==> src/rtl/cmpc_pkg.sv <==
package cmpc_pkg;
  localparam int unsigned CMPC_WIDTH = 32;

  typedef enum logic {
    CMP_SIGNED   = 1'b0,
    CMP_UNSIGNED = 1'b1
  } cmp_mode_e;
endpackage

==> src/rtl/cmpc_sub.sv <==
module cmpc_sub #(
  parameter int unsigned WIDTH = 32
) (
  input  logic [WIDTH-1:0] minuend,
  input  logic [WIDTH-1:0] subtrahend,
  output logic [WIDTH-1:0] raw_diff,
  output logic             signs_differ
);
  localparam int unsigned TOP = WIDTH - 1;

  // Two's complement subtraction: minuend + ~subtrahend + 1
  always_comb begin
    raw_diff     = minuend + ~subtrahend + {{(WIDTH-1){1'b0}}, 1'b1};
    signs_differ = minuend[TOP] ^ subtrahend[TOP];
  end
endmodule

==> src/rtl/cmpc_order_fix.sv <==
module cmpc_order_fix
  import cmpc_pkg::*;
#(
  parameter int unsigned WIDTH = 32
) (
  input  logic [WIDTH-1:0] raw_diff,
  input  logic             signs_differ,
  input  logic             a_top,
  input  logic             b_top,
  input  cmp_mode_e        mode,
  output logic [WIDTH-1:0] fixed
);
  localparam int unsigned TOP = WIDTH - 1;

  logic top_sel;

  always_comb begin
    top_sel = (mode == CMP_UNSIGNED) ? a_top : b_top;
    fixed   = raw_diff;
    if (signs_differ) begin
      fixed[TOP] = top_sel;
    end
  end

  // Low bits never change: the patch touches the top bit only
  always_comb begin
    assert_low_bits_kept_R2: assert (fixed[TOP-1:0] == raw_diff[TOP-1:0])
      else $error("low bits of compare result altered");
  end
endmodule

==> src/rtl/cmpc_carry.sv <==
module cmpc_carry #(
  parameter int unsigned WIDTH     = 32,
  parameter bit          RULE_FORM = 1'b1
) (
  input  logic [WIDTH-1:0] add_a,
  input  logic [WIDTH-1:0] add_b,
  input  logic             cin,
  output logic             cout
);
  generate
    if (RULE_FORM) begin : g_rule
      // Headroom comparison: carry when the room left above a is smaller
      // than b + cin; the all-ones b with cin case is taken first because
      // b + cin wraps to zero there.
      logic [WIDTH-1:0] headroom;
      logic [WIDTH-1:0] addend;
      always_comb begin
        headroom = '1 - add_a;
        addend   = add_b + {{(WIDTH-1){1'b0}}, cin};
        if ((&add_b) && cin) begin
          cout = 1'b1;
        end else begin
          cout = (headroom < addend);
        end
      end
    end else begin : g_adder
      logic [WIDTH:0] sum_ext;
      always_comb begin
        sum_ext = {1'b0, add_a} + {1'b0, add_b} + {{WIDTH{1'b0}}, cin};
        cout    = sum_ext[WIDTH];
      end
    end
  endgenerate
endmodule

==> src/rtl/cmpc_unit.sv <==
module cmpc_unit
  import cmpc_pkg::*;
#(
  parameter int unsigned WIDTH = CMPC_WIDTH
) (
  input  logic [WIDTH-1:0] op_a,
  input  logic [WIDTH-1:0] op_b,
  input  logic             cmp_unsigned,
  input  logic             cin,
  output logic [WIDTH-1:0] cmp_result,
  output logic             carry_out
);
  localparam int unsigned TOP = WIDTH - 1;

  logic [WIDTH-1:0] raw_diff;
  logic             signs_differ;
  cmp_mode_e        mode;

  assign mode = cmp_mode_e'(cmp_unsigned);

  cmpc_sub #(.WIDTH(WIDTH)) u_sub (
    .minuend      (op_b),
    .subtrahend   (op_a),
    .raw_diff     (raw_diff),
    .signs_differ (signs_differ)
  );

  cmpc_order_fix #(.WIDTH(WIDTH)) u_fix (
    .raw_diff     (raw_diff),
    .signs_differ (signs_differ),
    .a_top        (op_a[TOP]),
    .b_top        (op_b[TOP]),
    .mode         (mode),
    .fixed        (cmp_result)
  );

  cmpc_carry #(.WIDTH(WIDTH), .RULE_FORM(1'b1)) u_carry (
    .add_a (op_a),
    .add_b (op_b),
    .cin   (cin),
    .cout  (carry_out)
  );

  // Cross-checks between the separately built pieces and the ports
  logic [WIDTH:0] chk_sum;
  logic           chk_less;

  always_comb begin
    chk_sum  = {1'b0, op_a} + {1'b0, op_b} + {{WIDTH{1'b0}}, cin};
    chk_less = cmp_unsigned ? (op_b < op_a) : ($signed(op_b) < $signed(op_a));

    if (op_a[TOP] == op_b[TOP]) begin
      assert_same_sign_raw_R1: assert (cmp_result == op_b - op_a)
        else $error("same-sign result differs from raw difference");
    end
    assert_order_bit_R4: assert (cmp_result[TOP] == chk_less)
      else $error("top bit does not show ordering");
    if ((&op_b) && cin) begin
      assert_all_ones_carry_R5: assert (carry_out)
        else $error("all-ones b with cin gave no carry");
    end
    assert_carry_matches_sum_R6: assert (carry_out == chk_sum[WIDTH])
      else $error("carry differs from 33-bit sum");
  end
endmodule

==> config.mk <==
export PLATFORM = sky130hd
export DESIGN_NAME = cmpc_unit
export DESIGN_NICKNAME = d
export VERILOG_FILES = /design/src/rtl/cmpc_pkg.sv /design/src/rtl/cmpc_sub.sv /design/src/rtl/cmpc_order_fix.sv /design/src/rtl/cmpc_carry.sv /design/src/rtl/cmpc_unit.sv
export SDC_FILE = /design/constraint.sdc
export NUM_CORES = 1
export LEC_CHECK = 0
export BUFFER_PORTS_ARGS = -buffer_cell sky130_fd_sc_hd__buf_4
export CAP_MARGIN = 15
export CORE_MARGIN = 4
export CORE_UTILIZATION = 45
export DETAILED_ROUTE_END_ITERATION = 16
export PLACE_DENSITY_LB_ADDON = 0.05
export SLEW_MARGIN = 20
export SYNTH_ARGS = -nofsm -noshare
export SYNTH_HDL_FRONTEND = slang
export SYNTH_HIERARCHICAL = 1
export SYNTH_SLANG_ARGS = --single-unit
==> constraint.sdc <==
create_clock -name vclk -period 3.55
set_clock_uncertainty 0.05 [all_clocks]
set_input_delay 0.5325 -clock vclk [all_inputs]
set_output_delay 0.5325 -clock vclk [all_outputs]
set_load 0.05 [all_outputs]
==> results.cfg <==
[final_layout]
num_antenna_cells = 0
num-clock-buffers = 0
finish.net_count = 763
design.seq.count = 0
final_layout_size_suffix_gt1_frac = 0.3254
area_growth_from_synthesis_to_final_layout_pct = 36.69
seqCellArea_um2 = 0

[placement]
portBuffers = 99
dp_slack_ps = -323.6
dpl.hpwl_um = 8563
gp_routability_congestion = 0.9215

[synthesis]
synthDistinctLibCells = 60
yosysWarnings = 6
post-synth-top-area-cell = ha_1
synth_top_cell_area_share = 0.2291
post_synth_instance_area_mm2 = 0.003496
synth.top_cells.by_count = inv_1 (73), ha_1 (64), nand2_1 (43)
syn_area_per_cell_um2 = 6.964
yosys.cell_count.top_type = inv_1
synthesis.instances = 502
synth_area_leaders = ha_1 (23%), xor2_1 (9.0%), inv_1 (7.8%)
ys_seq_area_frac = 0
syn_nets = 633

[timing]
timing.slew.headroom = 0.7166
worst-slew-pin-transition_ps = 425.1
timing.final.setup_violations = 1
hold-worst-slack_ps = 1430
final.min_clock_period_ps = 3789
fin_setup_tns_ps = -238.8
rsz0062_at_grt = yes
max_freq_ghz = 0.2639
period_share = 1.067
report.final.hold_viol_count = 0
timing_max_transition_violations_final = 0
setup_ws_ps = -238.8

[grt]
grt_antenna_before_repair = 0
first_global_vias = 3719
globalRouteOverflowTotal = 0
grt_util_all_layers = 0.2053
grt_first_pass_wirelength_um = 15910
grt_start_max_net_pins = 10

[critical_path]
crit_required_ps = 2970
timing.critical_path.to_type = output pin
worstSetupPathType = in -> out
path_max_fanout = 6
worst_setup_path_start_kind = input pin
arrival_ps = 3210

[flow_run]
maxCapViolations = 0

[outcome]
failed_checks = setup timing
status = finished, violations left

[routing]
detail_route.wirelength_um = 9728
count_of_tritonroute_iterations_in_the_first_routing_pass = 4
drt_via_density = 5.251
post_detailed_route_drc_marker_count = 0
drt-initial-drc-count = 87
drt.antenna.violating_nets = 0
detailroute.via_count = 3828
wl_per_cell_um = 13.34

[pwr]
irDropWorstVdd_uv = 159.5
p_leak_nw = 2.479
total_power_mw = 1.066
powerDensity_mw_per_mm2 = 223.1

[hold_path]
destination_of_the_worst_hold_path = cmp_result[0]
min-delay-start = op_a[0]
worstHoldPathCells = 4
hold_class = in -> out

[floorplan]
die_outline_area_mm2 = 0.009243
core_mm2 = 0.007408
die_x_um = 96.14
std_cell_rows = 31
io_pins = 99
start_util = 0.4719
die-height_um = 96.14

[cts]
cts_hold_repair.buffers = 0
[power by group]
part,total (mW),switching (mW),internal (mW),leakage [nW]
clock network,0,0,0,0
logic,1.07,0.648,0.418,2.48
registers,0,0,0,0
total,1.07,0.648,0.418,2.48
[metal layers]
metal | GRT usage | vias to the layer above | part of all wire
li1 | - | 1986 | -
met4 | 0.01185 | 0 | 0.0074
met5 | 0 | - | 0
met2 | 0.3985 | 101 | 0.51
met1 | 0.2602 | 1733 | 0.42
met3 | 0.004691 | 8 | 0.055
[per-stage QoR]
step / cell area [um2] / utilization / instances
6_report: 4778 / 0.6450 / 729
5_1_grt: 4778 / 0.6450 / 729
4_1_cts: 4662 / 0.6293 / 727
3_5_place_dp: 4582 / 0.6185 / 723
3_3_place_gp: 4582 / 0.6185 / 723
2_1_floorplan: 3510 / - / 502
[how the worst max path moves through the flow]
stage               startpoint   endpoint  slack [ps]  depth (start not counted)
global placement       op_b[8]  carry_out        -250                         13
finish                 op_b[8]  carry_out        -240                         14
detailed placement     op_b[6]  carry_out        -320                         13
global route           op_b[8]  carry_out        -400                         14
CTS                    op_b[9]  carry_out        -180                         14
floorplan              op_b[8]  carry_out        -120                         11
[critical path, stage by stage]
cell	delay, ps
buf_6	70
nand2_2	40
or4_4	590
nor3_4	270
nand4_1	160
xor2_1	170
ha_1	290
nand4_1	120
buf_4	170
nor4_4	280
nand2_1	100
a31oi_2	170
a22oi_2	80
buf_6	160
[layout by cell type (no fill, tap or decap), drive strengths merged, types with 7 or more instances in the layout]
cell   instances
xnor2         24
ha            64
o21ai         29
nand2         44
a31oi          7
nor2          21
and4           7
xor2          36
o21a           7
nor3           7
nand3         21
inv           73
a21o          11
a21oi         41
nand4         17
buf          168
[cell families (layout without fill, tap and decap cells)]
family / after synthesis / after routing / share of synthesized area
multiplexers: 1 / 1 / 0.002863
buffers and inverters: 113 / 241 / 0.1550
AO/OA/AOI/OAI: 126 / 126 / 0.2513
AND/OR/NAND/NOR: 137 / 137 / 0.2058
adder cells (fa/ha/maj): 65 / 65 / 0.2348
XOR/XNOR: 60 / 60 / 0.1503
[cell type report]
class	count	area [um2]
fillers	717	2630
inverters	73	274.0
multi-input cells	389	3093
well taps	99	123.9
repair buffers	168	1287
[timing repair]
action / 4_1_cts / 5_1_grt
buffers inserted: 4 / 2
setup endpoints to repair: 4 / 8
resized for setup: 12 / 18
pin swaps: 19 / 11
Power figures use the tool's default switching activity.
